<file path="config.mk">
export PLATFORM = sky130hd
export DESIGN_NAME = eq_quantizer
export DESIGN_NICKNAME = d
export VERILOG_FILES = /design/src/rtl/eq_pkg.sv /design/src/rtl/eq_combiner.sv /design/src/rtl/eq_datapath.sv /design/src/rtl/eq_control.sv /design/src/rtl/eq_quantizer.sv
export SDC_FILE = /design/constraint.sdc
export NUM_CORES = 2
export LEC_CHECK = 0
export ABC_AREA = 1
export ABC_CLOCK_PERIOD_IN_PS = 15770
export BUFFER_PORTS_ARGS = -buffer_cell sky130_fd_sc_hd__buf_4
export CAP_MARGIN = 20
export CELL_PAD_IN_SITES_DETAIL_PLACEMENT = 1
export CELL_PAD_IN_SITES_GLOBAL_PLACEMENT = 1
export CORE_MARGIN = 2
export CORE_UTILIZATION = 40
export DETAILED_ROUTE_END_ITERATION = 6
export PLACE_DENSITY_LB_ADDON = 0.1
export SYNTH_ARGS = -nofsm -noshare
export SYNTH_HDL_FRONTEND = slang
export SYNTH_SLANG_ARGS = --single-unit
export TNS_END_PERCENT = 20
</file>
<file path="constraint.sdc">
create_clock -name clk -period 15.77 [get_ports clk]
set_input_delay 1.577 -clock clk [delete_from_list [all_inputs] [get_ports clk]]
set_output_delay 1.577 -clock clk [all_outputs]
set_load 0.05 [all_outputs]
</file>
<file path="src/rtl/eq_pkg.sv">
package eq_pkg;
  localparam int PHASES = 3;

  typedef enum logic [1:0] {
    COMBO_ALL   = 2'b00,
    COMBO_NOB   = 2'b01,
    COMBO_BSUM  = 2'b10,
    COMBO_BNEGA = 2'b11
  } comboMode_t;

  typedef struct packed {
    logic              accLoad;
    logic [PHASES-1:0] quantUp;
    logic [PHASES-1:0] quantDn;
    logic [PHASES-1:0] zeroReg;
  } eqStrobe_t;
endpackage

</file>
<file path="src/rtl/eq_combiner.sv">
module eq_combiner #(
  parameter int V_W = 16,
  parameter int I_W = 16,
  parameter int P_W = 34
) (
  input  logic [1:0]                comboSel,
  input  logic [V_W-1:0]            vA,
  input  logic [I_W-1:0]            iA,
  input  logic [V_W-1:0]            vB,
  input  logic [I_W-1:0]            iB,
  input  logic [V_W-1:0]            vC,
  input  logic [I_W-1:0]            iC,
  output logic [eq_pkg::PHASES*P_W-1:0] powerBus
);
  import eq_pkg::*;

  logic signed [P_W-1:0] vAw, vBw, vCw, iAw, iBw, iCw, vBeff;
  logic signed [P_W-1:0] pA, pB, pC;

  assign vAw = {{(P_W-V_W){vA[V_W-1]}}, vA};
  assign vBw = {{(P_W-V_W){vB[V_W-1]}}, vB};
  assign vCw = {{(P_W-V_W){vC[V_W-1]}}, vC};
  assign iAw = {{(P_W-I_W){iA[I_W-1]}}, iA};
  assign iBw = {{(P_W-I_W){iB[I_W-1]}}, iB};
  assign iCw = {{(P_W-I_W){iC[I_W-1]}}, iC};

  always_comb begin
    case (comboMode_t'(comboSel))
      COMBO_ALL:  vBeff = vBw;
      COMBO_NOB:  vBeff = '0;
      COMBO_BSUM: vBeff = -vAw - vCw;
      default:    vBeff = -vAw;
    endcase
  end

  assign pA = vAw * iAw;
  assign pB = vBeff * iBw;
  assign pC = vCw * iCw;

  assign powerBus = {pC, pB, pA};
endmodule

</file>
<file path="src/rtl/eq_datapath.sv">
module eq_datapath #(
  parameter int P_W   = 34,
  parameter int ACC_W = 56,
  parameter int T_W   = 48,
  parameter int E_W   = 32
) (
  input  logic                              clk,
  input  logic                              rstN,
  input  logic [eq_pkg::PHASES*P_W-1:0]     powerBus,
  input  logic [T_W-1:0]                    threshold,
  input  eq_pkg::eqStrobe_t                 strobes,
  output logic [eq_pkg::PHASES*E_W-1:0]     energyBus,
  output logic [eq_pkg::PHASES-1:0]         overThr,
  output logic [eq_pkg::PHASES-1:0]         underThr,
  output logic [eq_pkg::PHASES-1:0]         halfCross
);
  import eq_pkg::*;

  localparam logic signed [E_W-1:0] E_MAX  = {1'b0, {(E_W-1){1'b1}}};
  localparam logic signed [E_W-1:0] E_MIN  = {1'b1, {(E_W-1){1'b0}}};
  localparam logic signed [E_W-1:0] E_HALF = {2'b01, {(E_W-2){1'b0}}};
  localparam logic signed [E_W-1:0] E_NHALF = {2'b11, {(E_W-2){1'b0}}};

  function automatic logic inRange(input logic signed [E_W-1:0] x);
    return (x >= E_HALF) || (x <= E_NHALF);
  endfunction

  logic signed [ACC_W-1:0] thrPos, thrNeg;
  logic                    thrNz;

  assign thrPos = {{(ACC_W-T_W){1'b0}}, threshold};
  assign thrNeg = -thrPos;
  assign thrNz  = |threshold;

  for (genvar g = 0; g < PHASES; g++) begin : gPhase
    logic signed [P_W-1:0]   pw;
    logic signed [ACC_W-1:0] pwExt, accQ, sumNext, accNext;
    logic signed [E_W-1:0]   enQ, enBase, enNext;

    assign pw      = powerBus[g*P_W +: P_W];
    assign pwExt   = {{(ACC_W-P_W){pw[P_W-1]}}, pw};
    assign sumNext = accQ + pwExt;

    assign overThr[g]  = thrNz && (sumNext >= thrPos);
    assign underThr[g] = thrNz && (sumNext <= thrNeg);

    always_comb begin
      accNext = sumNext;
      if (strobes.quantUp[g])      accNext = sumNext - thrPos;
      else if (strobes.quantDn[g]) accNext = sumNext + thrPos;
    end

    always_ff @(posedge clk or negedge rstN) begin
      if (!rstN)                accQ <= '0;
      else if (strobes.accLoad) accQ <= accNext;
    end

    always_comb begin
      enBase = strobes.zeroReg[g] ? '0 : enQ;
      enNext = enBase;
      if (strobes.quantUp[g] && enBase != E_MAX)      enNext = enBase + E_W'(1);
      else if (strobes.quantDn[g] && enBase != E_MIN) enNext = enBase - E_W'(1);
    end

    always_ff @(posedge clk or negedge rstN) begin
      if (!rstN) enQ <= '0;
      else       enQ <= enNext;
    end

    assign halfCross[g] = inRange(enNext) && !inRange(enQ);
    assign energyBus[g*E_W +: E_W] = enQ;
  end
endmodule

</file>
<file path="src/rtl/eq_control.sv">
module eq_control (
  input  logic                      clk,
  input  logic                      rstN,
  input  logic                      sampleEn,
  input  logic                      rdClrEn,
  input  logic [eq_pkg::PHASES-1:0] rdStrobe,
  input  logic [eq_pkg::PHASES-1:0] statClr,
  input  logic                      irqMask,
  input  logic [eq_pkg::PHASES-1:0] overThr,
  input  logic [eq_pkg::PHASES-1:0] underThr,
  input  logic [eq_pkg::PHASES-1:0] halfCross,
  output eq_pkg::eqStrobe_t         strobes,
  output logic [eq_pkg::PHASES-1:0] halfFull,
  output logic                      irqN
);
  import eq_pkg::*;

  always_comb begin
    strobes.accLoad = sampleEn;
    strobes.quantUp = {PHASES{sampleEn}} & overThr;
    strobes.quantDn = {PHASES{sampleEn}} & underThr & ~overThr;
    strobes.zeroReg = rdStrobe & {PHASES{rdClrEn}};
  end

  always_ff @(posedge clk or negedge rstN) begin
    if (!rstN) halfFull <= '0;
    else       halfFull <= (halfFull & ~statClr) | halfCross;
  end

  assign irqN = !(irqMask && (|halfFull));
endmodule

</file>
<file path="src/rtl/eq_quantizer.sv">
module eq_quantizer #(
  parameter int V_W   = 16,
  parameter int I_W   = 16,
  parameter int T_W   = 48,
  parameter int ACC_W = 56,
  parameter int E_W   = 32
) (
  input  logic           clk,
  input  logic           rstN,
  input  logic           sampleEn,
  input  logic [1:0]     comboSel,
  input  logic [V_W-1:0] vA,
  input  logic [I_W-1:0] iA,
  input  logic [V_W-1:0] vB,
  input  logic [I_W-1:0] iB,
  input  logic [V_W-1:0] vC,
  input  logic [I_W-1:0] iC,
  input  logic [T_W-1:0] threshold,
  input  logic           rdClrEn,
  input  logic [2:0]     rdStrobe,
  input  logic [2:0]     statClr,
  input  logic           irqMask,
  output logic [E_W-1:0] energyA,
  output logic [E_W-1:0] energyB,
  output logic [E_W-1:0] energyC,
  output logic [2:0]     halfFull,
  output logic           irqN
);
  import eq_pkg::*;

  localparam int P_W = V_W + I_W + 2;

  logic [PHASES*P_W-1:0] powerBus;
  logic [PHASES*E_W-1:0] energyBus;
  logic [PHASES-1:0]     overThr, underThr, halfCross;
  eqStrobe_t             strobes;

  eq_combiner #(.V_W(V_W), .I_W(I_W), .P_W(P_W)) u_comb (
    .comboSel(comboSel), .vA(vA), .iA(iA), .vB(vB), .iB(iB),
    .vC(vC), .iC(iC), .powerBus(powerBus)
  );

  eq_datapath #(.P_W(P_W), .ACC_W(ACC_W), .T_W(T_W), .E_W(E_W)) u_dp (
    .clk(clk), .rstN(rstN), .powerBus(powerBus), .threshold(threshold),
    .strobes(strobes), .energyBus(energyBus), .overThr(overThr),
    .underThr(underThr), .halfCross(halfCross)
  );

  eq_control u_ctl (
    .clk(clk), .rstN(rstN), .sampleEn(sampleEn), .rdClrEn(rdClrEn),
    .rdStrobe(rdStrobe), .statClr(statClr), .irqMask(irqMask),
    .overThr(overThr), .underThr(underThr), .halfCross(halfCross),
    .strobes(strobes), .halfFull(halfFull), .irqN(irqN)
  );

  assign energyA = energyBus[0*E_W +: E_W];
  assign energyB = energyBus[1*E_W +: E_W];
  assign energyC = energyBus[2*E_W +: E_W];
endmodule

</file>
* Word-level counts from Yosys, hierarchy flattened *
Index checks and enable logic that the tools add are counted.

word-level totals
  ROM bits = 0
  word-level logic and storage cells = 107
  RAM bits = 0
  flip-flop bits (word level) = 267
  input bits = 157
  memories = 0
  latch bits = 0

operators by class
  mux-type cells = 16
  shift operators = 0
  $mul = 3
  divide/modulo/power cells = 0
  bitwise operators = 8
  order comparisons = 18
  reduce and logical (&&, ||, !) cells = 29
  eq/ne operators = 8
  add/sub/neg operators = 18

operator list
  cell                                                        count
  2-to-1 mux 56 bit                                           6
  2-to-1 mux 32 bit                                           9
  greater-or-equal comparator 32 bit (second input constant)  6
  <= comparator 32 x 31 -> 1 bit (second input constant)      6
  inequality test 32 bit (second input constant)              6
  adder 56 x 49 -> 56 bit                                     3
  greater-or-equal comparator 56 x 49 -> 1 bit                3
  <= comparator 56 bit                                        3
  subtractor 56 x 49 -> 56 bit                                3
  adder 56 x 32 -> 56 bit                                     2
  case mux 34 bit (3 select lines)                            1
  adder 32 x 2 -> 32 bit (second input constant)              3
  subtractor 32 x 2 -> 32 bit (second input constant)         3
  multiplier 16 x 16 -> 32 bit                                2
  adder 56 x 34 -> 56 bit                                     1
  negator 48 -> 56 bit                                        1
  OR reduction 48 bit                                         1
  multiplier 34 x 16 -> 34 bit                                1
  negator 16 -> 34 bit                                        1
  subtractor 34 x 16 -> 34 bit                                1
  logical AND 1 bit                                           16
  AND 3 bit                                                   5
  logical OR 1 bit                                            6
  inverter 3 bit                                              2
  6 further kinds                                             9

* Depth between registers and ports, before layout *
  word-level depth = 16
  gate-level depth with buffers = 92
  mapped depth without buffers = 90

* Modules after synthesis *
Synthesis repeated with hierarchy kept, for this count alone.

second synthesis, totals
  cell total of the unflattened synthesis = 15087
  area, all modules = 93766.2 sq um

modules (own cells, without submodules)
  module       instances  cells an instance  area each (sq um)  seq. area each (sq um)
  eq_datapath  1          10277              57546.4            6606.3
  eq_combiner  1          4779               36024.6            0.0
  eq_control   1          31                 195.2              75.1

* Worst setup path before layout *
Ideal clock, no wire load.

  path type = in2reg
  from = in vA[0]
  to = reg u_ctl.halfFull[1] (netlist bit)
  stages on the path = 84
  required time = 15.704 ns
  arrival time = 14.122 ns
  slack = 1.582 ns
  library setup time = 0.066 ns
  buffers on the path = 2
  cell sequence = buf_2 > inv_2 > ha_1 > nand3_1 > nor2_1 > nand2_1 > nor2_1 > nand3_1 > nor2_1 > inv_1 > nor3_1 > nand4_1 > ha_1 > inv_1 > ha_1 > nand2_1 > nor2_1 > inv_1 > (+48 left out) > nor3_1 > and3_1 > a221oi_1 > xor2_1 > o41ai_1 > nand2_1 > inv_2 > clkbuf_1 > nand4_2 > nand3_2 > nand3_1 > nor2_1 > nand2_1 > nor2_1 > nand2_1 > nand3_1 > nand2_1 > nand2_1

between the ends
  cells in the longest elaborated chain, start to end = 16

ends and longest elaborated chain
  element                                                                                      line                                  text
  start, declared                                                                              eq_quantizer.sv:12                    input logic [V_W-1:0] vA,
  negator 16 -> 34 bit *                                                                       eq_combiner.sv:31, eq_combiner.sv:32
  subtractor 34 x 16 -> 34 bit                                                                 eq_combiner.sv:31                     COMBO_BSUM: vBeff = -vAw - vCw;
  case mux 34 bit (3 select lines) *                                                           eq_combiner.sv:28                     case (comboMode_t'(comboSel))
  multiplier 34 x 16 -> 34 bit *                                                               eq_combiner.sv:37                     assign pB = vBeff * iBw;
  adder 56 x 34 -> 56 bit *                                                                    eq_datapath.sv:42                     assign sumNext = accQ + pwExt;
  <= comparator 56 bit / greater-or-equal comparator 56 x 49 -> 1 bit (equally long branches)  eq_datapath.sv:45, eq_datapath.sv:44
  logical AND 1 bit (on tied branches)                                                         eq_datapath.sv:45, eq_datapath.sv:44
  AND 3 bit / inverter 3 bit (equally long branches)                                           eq_control.sv:21                      strobes.quantDn = {PHASES{sampleEn}} & underThr & ~overThr;
  AND 3 bit                                                                                    eq_control.sv:21
  logical AND 1 bit                                                                            eq_datapath.sv:62                     else if (strobes.quantDn[g] && enBase != E_MIN) enNext = enBase - E_W'(1);
  2-to-1 mux 32 bit                                                                            eq_datapath.sv:62
  2-to-1 mux 32 bit *                                                                          eq_datapath.sv:61                     if (strobes.quantUp[g] && enBase != E_MAX) enNext = enBase + E_W'(1);
  greater-or-equal comparator 32 bit / <= comparator 32 x 31 -> 1 bit (equally long branches)  eq_datapath.sv:25                     return (x >= E_HALF) || (x <= E_NHALF);
  logical OR 1 bit *                                                                           eq_datapath.sv:25
  logical AND 1 bit *                                                                          eq_datapath.sv:70                     assign halfCross[g] = inRange(enNext) && !inRange(enQ);
  bitwise OR 3 bit *                                                                           eq_control.sv:27                      else halfFull <= (halfFull & ~statClr) | halfCross;
  end signal, assigned                                                                         eq_control.sv:27
  end, declared                                                                                eq_control.sv:13                      output logic [eq_pkg::PHASES-1:0] halfFull,

Every way passes the cells marked *; elsewhere a longest branch is shown, timed or not.
A chain may end at the register's enable or synchronous reset.

* Final worst setup path *
  from = in vA[1]
  to = reg u_ctl.halfFull[1] (netlist bit)

The elaborated chain is that of the path after synthesis.

==> impl_metrics.yaml <==
run_status:
  status: "finished clean"
sta:
  fmax_mhz: 66.21
  worstMarginPinSlew_ns: 1.147
  setup_violations: 0
  slew_headroom_pct: 22.48
  finalWorstSetupSlack_ns: 0.6660
  post-route-period-util_pct: 95.78
  finalHoldViolCount: 0
  min_period_ns: 15.10
  fin_worst_skew_ns: 0.05532
  worst_hold_slack_ns: 0.4914
  drv_slew: 0
clocking:
  insertion_delay_ns: 0.71
  cts_tree: "built"
  clkSinkCount: 267
  cts_buffer_depth: 3
  cts_root_buffer: "clkbuf_16"
  htreeDepth: 2
  cts_buffers: 44
  cts.clk_slew.worst_paths_ns: 0.05
  ctsHoldBuffers: 0
layout:
  layout_commonest_cell: "inv_1"
  layout-drive-gt1-share_pct: 14.05
  fin_area_um2: 105100
  final_cell_mix: "2608 x inv_1, 2373 x nand2_1, 1359 x nor2_1"
  final_cell_count_no_fill: 16720
  fin_nets: 15935
  fillCellCount: 28320
  area_delta_synth_final_pct: 18.02
floorplan:
  pin_count: 257
  die_w_um: 475.9
  start_util_pct: 40.14
  dieArea_um2: 226400
  rows: 173
  core_area_um2: 221900
  die_h_um: 475.9
global_route:
  grtUsageTotal_pct: 33.90
  grt.overflow.total: 0
  grt_max_degree: 115
  antenna_found_initial: 16
  grt_first_pass_wirelength_um: 586900
  grt_pass1_vias: 95568
detailed_routing:
  vias_per_cell: 5.365
  post_drt_wl_per_cell_um: 23.21
  drt_iter0_drc: 5779
  firstDrtPassIters: 6
  drcViolationCount: 0
  wirelength_um: 388100
  drtAntennaViolNets: 0
  via_count: 89706
setup_path:
  path_class: "in2reg"
  critPathLaunchType: "input port"
  reg2reg_from: "u_dp.gPhase[2].accQ[3]"
  worstReg2RegEnd: "u_ctl.halfFull[2]"
  endpoint: "u_ctl.halfFull[1]"
  rr_worst_depth: 52
  path_common_cell: "nand2_1"
  cp-startpoint: "vA[1]"
  crit_slowest_cell: "fa_1"
  worstPathMaxFanout: 9
  r2r_setup_slack_ns: 3.42
  critPathMaxStageDelay_ns: 0.53
  critPathArrivalTime_ns: 15.70
  end_kind: "flip-flop"
  required_ns: 16.37
place:
  dp_cells: 16560
  gp_congestion: 1.015
  pre_cts_ws_ns: -1.281
  port_buffers: 256
  hpwl_um: 331700
  place_area_um2: 101100
synthesis:
  ys_types: 84
  syn-num-nets: 14958
  ys.warnings.count: 0
  synth_cells: 12726
  synth-seq-cells: 267
  syn_area_per_cell_um2: 6.998
  async_flop_share_pct: 100.0
  synth_edf_count: 0
  yosysSeqAreaShare_pct: 7.502
  syn_area_um2: 89060
  synth_ff_type: "dfrtp_1"
flow_run:
  maxCapViolations: 0
hold_path:
  holdPathStages: 2
  hp-class: "reg2reg"
[cells in the mapped netlist, types with 7 or more instances]
master / n / share of area, %
a31oi_1: 195 / 1.4
o21ai_1: 59 / 0.33
nand4_1: 175 / 1.2
a21oi_2: 11 / 0.11
buf_2: 53 / 0.30
inv_2: 33 / 0.14
a21o_1: 30 / 0.25
a21oi_1: 831 / 4.7
buf_4: 8 / 0.067
xnor2_1: 133 / 1.3
buf_6: 10 / 0.13
a211oi_1: 43 / 0.36
o221ai_1: 31 / 0.30
o31ai_1: 19 / 0.16
buf_1: 25 / 0.11
inv_1: 2640 / 11
nand4_2: 10 / 0.14
dfrtp_1: 267 / 7.5
fa_1: 1128 / 25
nand3_2: 7 / 0.079
nor4_1: 55 / 0.39
nand2_1: 2446 / 10
a21boi_0: 18 / 0.15
o21bai_1: 27 / 0.23
o21ai_0: 448 / 2.5
nand3b_1: 11 / 0.093
ha_1: 947 / 13
o211ai_1: 115 / 0.97
nand2_2: 10 / 0.070
nor3_1: 121 / 0.68
or2_2: 27 / 0.19
nand3_1: 387 / 2.2
and3_1: 7 / 0.049
o21a_1: 53 / 0.45
o2111ai_1: 7 / 0.069
clkbuf_1: 340 / 1.4
xor2_1: 454 / 4.5
o21ai_2: 12 / 0.12
a221oi_1: 13 / 0.13
nor2_1: 1398 / 5.9
nor2_2: 14 / 0.098
nor3_2: 7 / 0.079
a21boi_1: 10 / 0.084
[worst min path at each step]
stage | startpoint | end
global placement | u_dp.gPhase[2].accQ[54] | u_dp.gPhase[2].accQ[54]
floorplan | u_dp.gPhase[0].accQ[0] | u_dp.gPhase[0].accQ[0]
global route | u_dp.gPhase[0].accQ[19] | u_dp.gPhase[0].accQ[19]
finish | u_dp.gPhase[2].accQ[1] | u_dp.gPhase[2].accQ[1]
detailed placement | u_dp.gPhase[2].accQ[50] | u_dp.gPhase[2].accQ[50]
CTS | u_dp.gPhase[2].accQ[50] | u_dp.gPhase[2].accQ[50]
[per-stage QoR]
step,util (%),TNS (ns)
2_1_floorplan,-,0
3_3_place_gp,45.57,-40.25
3_5_place_dp,45.58,-79.49
4_1_cts,46.30,0
5_1_grt,47.37,-0.6484
6_report,47.37,0
[registers in the layout (all words and copies together) (netlist names)]
name,count
u_dp.gPhase.accQ,168
u_ctl.halfFull,3
u_dp.gPhase.enQ,96
[cell families after synthesis]
kind of cell / synth area share (%)
AOI/OAI and AO/OA: 12.75
xor gates and xnor gates: 5.864
adders and majority gates: 38.66
buffers and inverters: 13.33
DFF: 7.502
muxes: 0.01124
and+or+nand+nor: 21.88
[area by class of cell]
type                       count  area (um^2)  area share, %
antenna                       10        25.02        0.02381
timing repair buffer        1367        10840          10.31
multi-input combinational   9344        72270          68.75
clock buffer                  65         1321          1.257
clock inverter                13        185.2         0.1762
sequential                   267         6681          6.357
inverter                    2679        10070          9.581
tap                         2975         3722          3.541
[layer usage]
metal	vias up	track usage [%]	share of wire [%]
met3	502	4.232	5.4
li1	41716	-	-
met5	-	0	0.016
met1	45255	46.03	44
met4	10	12.70	4.4
met2	2223	55.06	46
[what timing repair did]
item,CTS,global route
setup endpoints to repair,70,89
gates cloned,0,7
setup buffers,1,64
endpoints found under the hold margin,0,0
resized for setup,26,415
pin swaps,2,159
[worst max-delay path, delay by kind of cell]
family	cells	cell delay, ns
buf+inv	23	2.49
xor+xnor	1	0.21
simple gates	38	4.68
compound gates	15	2.62
fa+ha+maj	11	4.07
Power is not shown: default switching activity piles up to over one toggle a cycle in this logic, so the estimate is an artifact.
